===== config.mk =====
export PLATFORM = sky130hd
export DESIGN_NAME = dshift_unit
export DESIGN_NICKNAME = d
export VERILOG_FILES = /design/src/rtl/dshift_pkg.sv /design/src/rtl/dshift_amount_sel.sv /design/src/rtl/dshift_stage.sv /design/src/rtl/dshift_core.sv /design/src/rtl/dshift_unit.sv
export SDC_FILE = /design/constraint.sdc
export NUM_CORES = 1
export LEC_CHECK = 0
export BUFFER_PORTS_ARGS = -buffer_cell sky130_fd_sc_hd__buf_4
export CAP_MARGIN = 25
export CELL_PAD_IN_SITES_DETAIL_PLACEMENT = 1
export CELL_PAD_IN_SITES_GLOBAL_PLACEMENT = 2
export CORE_UTILIZATION = 32
export DETAILED_ROUTE_END_ITERATION = 16
export PLACE_DENSITY = 0.95
export REMOVE_ABC_BUFFERS = 1
export SLEW_MARGIN = 30
export SYNTH_ARGS = -nofsm -noshare
export SYNTH_HDL_FRONTEND = slang
export SYNTH_SLANG_ARGS = --single-unit

===== constraint.sdc =====
create_clock -name vclk -period 12.4
set_input_delay 3.72 -clock vclk [all_inputs]
set_output_delay 3.72 -clock vclk [all_outputs]
set_load 0.02 [all_outputs]

===== src/rtl/dshift_pkg.sv =====
package dshift_pkg;

  typedef enum logic [1:0] {
    SK_LEFT   = 2'b00,
    SK_RLOG   = 2'b01,
    SK_RARITH = 2'b10,
    SK_RRSV   = 2'b11
  } shift_kind_e;

  // The vacated bits take the sign bit only for an arithmetic right shift.
  function automatic logic fill_value(input shift_kind_e kind, input logic msb);
    return (kind == SK_RARITH) ? msb : 1'b0;
  endfunction

  // A left shift goes through the right-shift chain with its bits reversed.
  function automatic logic needs_reverse(input shift_kind_e kind);
    return (kind == SK_LEFT);
  endfunction

endpackage


===== src/rtl/dshift_amount_sel.sv =====
module dshift_amount_sel #(
  parameter int AW = 6,
  parameter int IW = 5,
  parameter int RW = 64
) (
  input  logic [IW-1:0] imm_i,
  input  logic [RW-1:0] reg_i,
  input  logic          use_reg_i,
  output logic [AW-1:0] amt_o
);

  logic [AW-1:0] imm_ext;
  logic [AW-1:0] reg_low;

  generate
    if (IW < AW) begin : g_pad
      assign imm_ext = {{(AW-IW){1'b0}}, imm_i};
    end else begin : g_trunc
      assign imm_ext = imm_i[AW-1:0];
    end
  endgenerate

  assign reg_low = reg_i[AW-1:0];
  assign amt_o   = use_reg_i ? reg_low : imm_ext;

  always_comb begin

    imm_range_chk: assert (use_reg_i || (int'(amt_o) < (1 << IW)));

    reg_low_bits_chk: assert (!use_reg_i || (amt_o == reg_i[AW-1:0]));
  end

endmodule


===== src/rtl/dshift_stage.sv =====
module dshift_stage #(
  parameter int W    = 64,
  parameter int DIST = 1
) (
  input  logic [W-1:0] data_i,
  input  logic         en_i,
  input  logic         fill_i,
  output logic [W-1:0] data_o
);

  logic [W-1:0] moved;

  assign moved  = {{DIST{fill_i}}, data_i[W-1:DIST]};
  assign data_o = en_i ? moved : data_i;

endmodule


===== src/rtl/dshift_core.sv =====
module dshift_core
  import dshift_pkg::*;
#(
  parameter int W  = 64,
  parameter int AW = 6
) (
  input  logic [W-1:0]  src_i,
  input  logic [AW-1:0] amt_i,
  input  shift_kind_e   kind_i,
  output logic [W-1:0]  res_o
);

  localparam int NST = AW;

  function automatic logic [W-1:0] bit_rev(input logic [W-1:0] v);
    logic [W-1:0] r;
    for (int i = 0; i < W; i++) r[i] = v[W-1-i];
    return r;
  endfunction

  // Bits below position n.
  function automatic logic [W-1:0] low_mask(input logic [AW-1:0] n);
    logic [W-1:0] m;
    for (int i = 0; i < W; i++) m[i] = (i < int'(n));
    return m;
  endfunction

  // The n topmost bits.
  function automatic logic [W-1:0] high_mask(input logic [AW-1:0] n);
    logic [W-1:0] m;
    for (int i = 0; i < W; i++) m[i] = (i >= W - int'(n));
    return m;
  endfunction

  logic                    rev_en;
  logic                    fill_bit;
  logic [NST:0][W-1:0]     chain;
  logic [W-1:0]            chain_out;
  logic [W-1:0]            lmask;
  logic [W-1:0]            hmask;

  assign rev_en   = needs_reverse(kind_i);
  assign fill_bit = fill_value(kind_i, src_i[W-1]);
  assign chain[0] = rev_en ? bit_rev(src_i) : src_i;

  genvar g;
  generate
    for (g = 0; g < NST; g++) begin : g_stage
      dshift_stage #(
        .W   (W),
        .DIST(1 << g)
      ) stage_i (
        .data_i(chain[g]),
        .en_i  (amt_i[g]),
        .fill_i(fill_bit),
        .data_o(chain[g+1])
      );
    end
  endgenerate

  assign chain_out = chain[NST];
  assign res_o     = rev_en ? bit_rev(chain_out) : chain_out;

  assign lmask = low_mask(amt_i);
  assign hmask = high_mask(amt_i);

  always_comb begin

    left_zero_fill_chk: assert (kind_i != SK_LEFT || (res_o & lmask) == '0);

    rlog_zero_fill_chk: assert (kind_i != SK_RLOG || (res_o & hmask) == '0);

    rrsv_zero_fill_chk: assert (kind_i != SK_RRSV || (res_o & hmask) == '0);

    rarith_sign_fill_chk: assert (kind_i != SK_RARITH ||
                                  (res_o & hmask) == (src_i[W-1] ? hmask : '0));

    zero_amt_identity_chk: assert (amt_i != '0 || res_o == src_i);
  end

endmodule


===== src/rtl/dshift_unit.sv =====
module dshift_unit
  import dshift_pkg::*;
#(
  parameter int W  = 64,
  parameter int IW = 5
) (
  input  logic [W-1:0]  src_i,
  input  logic [IW-1:0] imm_amt_i,
  input  logic [W-1:0]  var_amt_i,
  input  logic [1:0]    kind_i,
  input  logic          use_var_i,
  output logic [W-1:0]  result_o
);

  localparam int AW = $clog2(W);

  logic [AW-1:0] eff_amt;
  shift_kind_e   kind;

  assign kind = shift_kind_e'(kind_i);

  dshift_amount_sel #(
    .AW(AW),
    .IW(IW),
    .RW(W)
  ) amt_sel_i (
    .imm_i    (imm_amt_i),
    .reg_i    (var_amt_i),
    .use_reg_i(use_var_i),
    .amt_o    (eff_amt)
  );

  dshift_core #(
    .W (W),
    .AW(AW)
  ) core_i (
    .src_i (src_i),
    .amt_i (eff_amt),
    .kind_i(kind),
    .res_o (result_o)
  );

  always_comb begin

    fixed_top_stage_off_chk: assert (use_var_i || !eff_amt[AW-1]);

    all_zero_chk: assert (src_i != '0 || result_o == '0);
  end

endmodule


* Yosys cells after proc, flatten, opt, wreduce, memory -nomap -nowiden
Index checks and enable logic that the tools add are counted.
Widths: inputs -> output; s select.
** Word-level totals
- Output and inout port bits :: 64
- Register bits :: 0
- Input port bits :: 136
** Cells by class
- Mux-type cells :: 10
- Equal/unequal tests :: 1
- Reductions and logical operators :: 1
** Operator list (number)
- $mux 64 :: 8
- $mux 6 :: 1
- $eq 2x2->1 const B :: 1
- $logic_not 2->1 :: 1
- $mux 1 :: 1

* Longest topological paths before layout
Gate-level depths: netlist of the first run.
- Depth after elaboration :: 9
- Gate-level depth with buffers :: 11

* Hierarchy
From an unflattened synthesis of the first run, not the netlist that was laid out.
** Second synthesis, totals
- Cell total of the unflattened synthesis :: 580
- Area total of the unflattened synthesis :: 8717.1 µm²
** Modules (own cells, without submodules)
- dshift_stage at core_i.g_stage[0].stage_i ... :: instances 4, area an instance 1077.3 µm², cells an instance 71
- dshift_core :: instances 1, area an instance 2173.3 µm², cells an instance 144
- dshift_stage at core_i.g_stage[5].stage_i :: instances 1, area an instance 1088.5 µm², cells an instance 74
- dshift_stage at core_i.g_stage[4].stage_i :: instances 1, area an instance 1082.3 µm², cells an instance 72
- dshift_amount_sel :: instances 1, area an instance 63.8 µm², cells an instance 6

* Worst setup path before layout of the first run
OpenSTA, ideal clock, no wires.
- Kind :: input to output
- Start point :: in kind_i[1]
- End point :: out result_o[58]
- Cell stages on the path :: 9
- Data arrival time :: 6.191 ns
- Slack :: 2.489 ns
- Cell sequence :: nor2_1 buf_6 buf_2 mux4_2 mux2i_1 mux2i_1 mux2_2 a2111oi_2 a21oi_1
** Between the ends
- Word-level cells in the longest chain between the ends :: 9
** Ends and longest elaborated chain
- start, declared :: RTL line dshift_unit.sv:10 : input logic [1:0] kind_i,
- $eq 2x2->1 or $logic_not 2->1 (tied branches) :: RTL line dshift_pkg.sv:12, dshift_pkg.sv:17
- $mux 1 or $mux 64 (tied branches) :: RTL line dshift_pkg.sv:12, dshift_core.sv:44
- $mux 64 (6 in series) :: RTL line dshift_stage.sv:14 : assign data_o = en_i ? moved : data_i;
- $mux 64 (*) :: RTL line dshift_core.sv:62 : assign res_o = rev_en ? bit_rev(chain_out) : chain_out;
- end, declared :: RTL line dshift_unit.sv:12 : output logic [W-1:0] result_o
Every way passes the cells marked *; elsewhere a longest branch is shown, timed or not.

* Worst setup path after layout of the first run
Same ends and word-level chain as after synthesis.

==> results of run 1 <==
-- cells in the mapped netlist (3+ instances only) --
library cell | instances | area share
and2_1 | 3 | 0.0033
mux4_2 | 65 | 0.26
a21oi_1 | 58 | 0.051
nand2_1 | 91 | 0.061
o22ai_1 | 20 | 0.022
nor2_1 | 54 | 0.036
a211o_1 | 3 | 0.0047
clkbuf_1 | 42 | 0.028
mux2_4 | 3 | 0.0080
nor3_1 | 9 | 0.0080
a211oi_1 | 6 | 0.0080
nand3_1 | 10 | 0.0089
buf_2 | 17 | 0.015
a31oi_1 | 6 | 0.0067
buf_4 | 5 | 0.0067
a221o_1 | 3 | 0.0053
a221oi_1 | 10 | 0.016
mux2_2 | 24 | 0.048
o211ai_1 | 12 | 0.016
o21a_1 | 4 | 0.0053
o2bb2ai_1 | 5 | 0.0078
a2bb2oi_1 | 4 | 0.0062
buf_1 | 5 | 0.0033
a21o_1 | 3 | 0.0040
buf_6 | 3 | 0.0060
mux2i_1 | 122 | 0.22
o21ai_0 | 30 | 0.027
a32oi_1 | 4 | 0.0062
a22oi_1 | 35 | 0.047
o22a_1 | 4 | 0.0062
o221ai_1 | 4 | 0.0062
-- cell type report --
class              count  area share
multi-input cells    622      0.7731
repair buffers       170      0.1862
well taps            225     0.04061
-- power by group through the flow --
| stage | sequential, W | combinational, W | clock, W |
|---|---|---|---|
| finish | 0 | 0.000561 | 0 |
| global placement | 0 | 0.000537 | 0 |
| detailed placement | 0 | 0.000549 | 0 |
| CTS | 0 | 0.000551 | 0 |
| global route | 0 | 0.000593 | 0 |
| floorplan | 0 | 0.000347 | 0 |
-- worst max-delay path, stage by stage --
cell and delay (ns):
buf_4 0.13, nor2_4 0.66, buf_4 0.35, mux4_2 0.56, mux2i_1 0.43, mux2i_1 0.17
mux2_2 0.37, a2111oi_2 0.57, a21oi_1 0.15, buf_4 0.19
-- cell usage in the layout, fill, tap and decap left out, types with 2 or more instances in the layout --
master       n
a32oi_1      4
a222oi_1     2
nor2_2       2
a211o_1      3
nand2_1     91
mux2_4       3
o22ai_1     20
o211ai_1    12
a211oi_1     6
nand3_1     10
mux4_2      65
a21oi_1     58
a2bb2oi_1    4
nor2_1      51
a221o_1      3
o21ai_0     30
a31oi_1      6
mux2i_4      4
a21o_1       3
buf_4      168
nand2b_1     2
o221ai_1     4
a221oi_1    10
a22oi_1     35
and2_1       3
or3_1        2
o22a_1       4
buf_8        2
o21a_1       4
a22o_1       2
nor3_1       9
o2bb2ai_1    5
mux2i_1    119
mux2_2      24
-- per-layer routing --
metal	share of wire	vias to the layer above
li1	-	3002
met1	0.40	3455
met2	0.49	384
met3	0.079	63
met4	0.036	0
met5	0	-
-- cells by family (layout without fill, tap and decap cells) --
logic type / after synthesis / count (layout) / synth area share
simple gates: 180 / 180 / 0.1327
buf+inv: 72 / 170 / 0.05901
compound gates: 226 / 226 / 0.2700
mux: 216 / 216 / 0.5384
-- final timing paths --
kind         start      endpoint  slack (ns)  depth (start not counted)
max      kind_i[1]  result_o[58]        1.36                         10
min   var_amt_i[5]  result_o[44]        8.19                          6
-- metrics by stage --
| step | area, sq um | utilization |
|---|---|---|
| final | 6933 | 0.4022 |
| after floorplan | 5308 | - |
| after detailed placement | 6918 | 0.4014 |
| after CTS | 6918 | 0.4014 |
| after global routing | 6933 | 0.4022 |
| after global placement | 6900 | 0.4003 |
==> key figures, run 1 <==
Finish
  – Sequential cells: 0
  – Fill count: 2,055
  – Share of cells above drive strength 1: 0.3460
  – Nets: 930
  – Area of the multi-input gates: 5360 sq um
  – Fin cells: between 1,000 and 1,500
  – Register Area: 0 sq um
  – Area Overhead vs Synth: 22.91%
  – Clock buf count: 0
  – # diodes: 0

Floorplanning
  – CORE AREA: approximately 17,000 sq um
  – DIE AREA: approximately 18,000 sq um
  – Rows: 48
  – I/O pin total: 200
  – Starting density of the core: 0.3272
  – Chip width: around 130 microns
  – Die height: 134.8 microns

Place
  – Setup WS pre-CTS: between 1 and 1.5 ns
  – PortBufs: 142
  – DP HPWL: ~20,000 microns
  – Global placer's final weighted congestion: between 0.9 and 1
  – Placed insts: roughly 1,000

Timing
  – Slew HR: 0.3851
  – Worst hold slack: approximately 8.2 ns
  – Fmax: 0.09057 GHz
  – # setup viols final: 0
  – Max Slew Vio Count: 0
  – Min Clock Period, post-route: 11.04 ns
  – TNS Setup: 0 ns
  – Final WS setup: 1.359 ns
  – Hold Vio Cnt, Final: 0
  – RSZ-0062 raised after global routing: no
  – Final worst-path cycle share: 0.8904
  – Worst-margin pin slew: 0.9190 ns

Route
  – DRT antenna net count: 0
  – Via/cell ratio: 6.789
  – Routed len/inst: around 25 microns
  – Drt pass-1 iters: 7
  – Total wire length: 25,910 microns
  – Drt drc: 0
  – Routed vias: 6,904
  – Initial DRC Count: 654

GRT
  – M3 GR Usage: 0.03829
  – Met1 usage: 0.3615
  – Antenna violations before repair: 0
  – GRT Overall Usage: 0.2801
  – GRT overflow: 0
  – First-pass GRT wire length: ~40,000 microns
  – GR peak layer: met2
  – Vias in the first global route: 6,871
  – Met2 Usage GRT: 0.4800
  – Pin count of the biggest net entering global routing: just over 50

Min path
  – Min-Delay Path Class: primary input to primary output

Power and ir drop
  – Clock power frac: 0
  – PwrDens: between 80 and 90 nW/um^2
  – Design Power: approximately 0.00056 W
  – Power share of the combinational group: 1.000
  – Sw frac: 0.5978
  – Leak: 2.935 nW
  – Switch Pwr: roughly 0.00034 W
  – Reg power frac: 0
  – Int Power: 0.0002255 W
  – Worst VDD drop: 0.03311 mV

Yosys
  – Synthesized area: 5640 sq um
  – Yosys cell types: 57
  – Yosys warnings: 0
  – Cells after synthesis: 694
  – Avg Cell Area, Syn: 8.127 sq um
  – Post-synthesis sequential area ratio: 0

Critical path
  – CP required: between 8 and 9 ns
  – Worst Path Arrival: between 7 and 8 ns
  – Worst Setup Start Kind: primary input
  – Crit path max fanout: 22
  – Kind of critical path: primary input to primary output
  – Worst setup EP type: primary output

Status
  – Outcome: completed

Run
  – Max Cap Viol: 0

CTS
  – Post-CTS Resized: 0
  – CTS Hold Bufs: 0
  – Postcts setup bufs: 0
Power figures use the tool's default switching activity.
==> inputs of run 2 (changes only) <==
ABC_AREA = 1   (was unset)
CORE_UTILIZATION = 25   (was 32)
==> run 2 against run 1 <==
Against the previous run:
- fmax increased by 8.3%
- design area increased by 5.2%
- flip-flop and latch count unchanged
- count of clock-buffer cells in the layout unchanged
- combinational power decreased by 7.0%
- setup slack improved by 0.85 ns
- non-clock buffer count decreased by 8
- sequential share of layout area unchanged
- die area increased by 39%
- routed wire length increased by 18%
- global-route usage decreased by 4.2 points
- largest cell class unchanged
- highest routed layer unchanged
==> key figures, run 2 <==
Timing
  – Worst-margin pin slew: 0.8355 ns (-0.08350 ns)
  – Hold Vio Cnt, Final: 0 (unchanged)
  – Max Slew Vio Count: 0 (unchanged)
  – Min Clock Period, post-route: 10.19 ns (-0.8509 ns)
  – RSZ-0062 raised after global routing: no
  – # setup viols final: 0 (unchanged)
  – Slew HR: 0.4410 (+0.05596)
  – Final worst-path cycle share: 0.8218 (-0.06862)
  – Fmax: 0.09813 GHz (+8.3%)

Floorplanning
  – DIE AREA: 25,260 sq um (+39%)
  – CORE AREA: 24,250 sq um (+41%)
  – Chip width: 158.9 microns (+18%)
  – Rows: 57 (+19%)
  – Die height: 158.9 microns (+18%)
  – Starting density of the core: 0.2539 (-0.07331)
  – I/O pin total: 200 (unchanged)

GRT
  – First-pass GRT wire length: 49,870 microns (+25%)
  – Vias in the first global route: 9,658 (+41%)
  – GRT Overall Usage: 0.2382 (-0.04187)
  – GRT overflow: 0 (unchanged)
  – Pin count of the biggest net entering global routing: 71 (+39%)
  – Antenna violations before repair: 0 (unchanged)

Yosys
  – Synth top area share: 0.5064 (+0.2469)
  – Count leader, synth: nand3_1
  – Cells after synthesis: 1,392 (+100%)
  – Synthesized area: 6157 sq um (+9.2%)
  – Post-synth top cells: nand3_1, nand2_1, buf_2
  – Post-synthesis sequential area ratio: 0 (unchanged)
  – Yosys warnings: 0 (unchanged)
  – Synth area leader: nand3_1
  – Top post-synthesis cells by area: nand3_1, nand2_1, buf_2
  – Yosys cell types: 15 (-74%)
  – Avg Cell Area, Syn: 4.423 sq um (-46%)

Finish
  – Nets: 1,581 (+70%)
  – Most frequent cells in the layout: nand3_1, nand2_1, buf_4
  – Design area: 7295 sq um (+5.2%)
  – # diodes: 0 (unchanged)
  – Area Overhead vs Synth: 18.47%
  – Most common cell after layout, fill and taps aside: nand3_1
  – Share of cells above drive strength 1: 0.1220 (-0.2240)
  – Register Area: 0 sq um (unchanged)
  – Sequential cells: 0 (unchanged)
  – Clock buf count: 0 (unchanged)
  – Final Util: 0.3008 (-0.1014)

Place
  – PortBufs: 142 (unchanged)
  – Dpl cell area: 7295 sq um (+5.4%)
  – Global placer's final weighted congestion: 0.9583 (-1.6%)
  – DP HPWL: 24,110 microns (+18%)

Route
  – Total wire length: 30,610 microns (+18%)
  – Drt pass-1 iters: 5 (-2)
  – Via/cell ratio: 5.521 (-19%)
  – DRT antenna net count: 0 (unchanged)
  – Routed len/inst: 17.32 microns (-32%)
  – Drt drc: 0 (unchanged)
  – Initial DRC Count: 893 (+37%)
  – Routed vias: 9,756 (+41%)

CTS
  – Postcts setup bufs: 0 (unchanged)
  – Post-CTS Resized: 0 (unchanged)
  – CTS Hold Bufs: 0 (unchanged)

Critical path
  – Worst Path Arrival: 6.47 ns (-0.85 ns)
  – Crit path max fanout: 42 (+91%)
  – Crit path max-delay cell type: buf_4
  – Critical Path Max Stage Delay: 0.49 ns (-0.17 ns)
  – Worst setup EP type: primary output
  – Most used cell, CP: nand2_1
  – Kind of critical path: primary input to primary output
  – CP required: 8.68 ns (about the same)
  – Crit-path cells: buf_4 -> inv_2 -> nand2_1 -> nand2_2 -> buf_4 -> nand3_1 -> nand3_1 -> nand3_1 -> nand3_1 -> nand3_1 -> nand2_1 -> nand2_1 -> nand2_1 -> nand2_1 -> nand2_1 -> buf_4
  – Worst Setup Start Kind: primary input

Power and ir drop
  – Leak: 4.193 nW (+43%)
  – PwrDens: 71.51 nW/um^2 (-12%)
  – Worst VDD drop: 0.02898 mV (-12%)

Min path
  – Min-Delay Path Class: primary input to primary output

Status
  – Outcome: completed

Run
  – Max Cap Viol: 0 (unchanged)
[run 2: changes by cell type in the layout (fill, tap and decap cells not counted), moves of 10 or more]
cell      change
a22oi_1      -35
a221oi_1     -10
o211ai_1     -12
mux2_2       -24
mux4_2       -65
o21ai_0      -19
nand2_1     +483
nor2_1       -50
o22ai_1      -20
a21oi_1      -57
inv_1        +54
nand3_1     +613
mux2i_1     -119
[run 2: power by group]
| part | leakage, nW | internal (W) | switching (W) |
|---|---|---|---|
| Clock | 0 | 0 | 0 |
| Sequential | 0 | 0 | 0 |
| Combinational | 4.19 | 0.000170 | 0.000351 |
| Total | 4.19 | 0.000170 | 0.000351 |
[run 2: area by class of cell]
class / instances / area, sq um
timing repair buffer: 162 / 1216
multi-input combinational: 1222 / 5451
fill: 3530 / 16950
inverter: 59 / 221.5
tap: 324 / 405.4
[run 2: worst max-delay path: cells and delay by family]
| family | cells | cell delay (ns) |
|---|---|---|
| buffers and inverters | 4 | 0.90 |
| AND/OR/NAND/NOR | 12 | 1.79 |
[run 2: final timing paths]
path | startpoint | end | slack, ns | cells past startpoint
worst max-delay path | use_var_i | result_o[23] | 2.21 | 16
worst min-delay path | imm_amt_i[4] | result_o[23] | 8.12 | 7
[run 2: layer usage]
metal,track usage,routed length [microns],vias up,part of all wire
li1,-,-,4763,-
met2,0.4005,13950,280,0.46
met1,0.3111,13660,4649,0.45
met5,0,0,-,0
met3,0.01902,1484,64,0.048
met4,0.1040,1523,0,0.050
[run 2: cell families after synthesis]
group | count (synthesis) | synth area share
AOI/OAI and AO/OA | 15 | 0.01280
buffers and inverters | 170 | 0.1236
and+or+nand+nor | 1207 | 0.8636
[run 2: stage by stage]
stage	power [W]	setup TNS, ns	cells	hold slack, ns	setup WS [ns]
floorplan	0.0003282	-115.32	1281	8.032	-1.834
global placement	0.0005078	0	1767	8.113	2.267
detailed placement	0.0005168	0	1767	8.114	2.222
CTS	0.0005186	0	1767	8.118	2.210
global route	0.0005749	0	1767	8.172	1.912
finish	0.0005216	0	1767	8.117	2.210
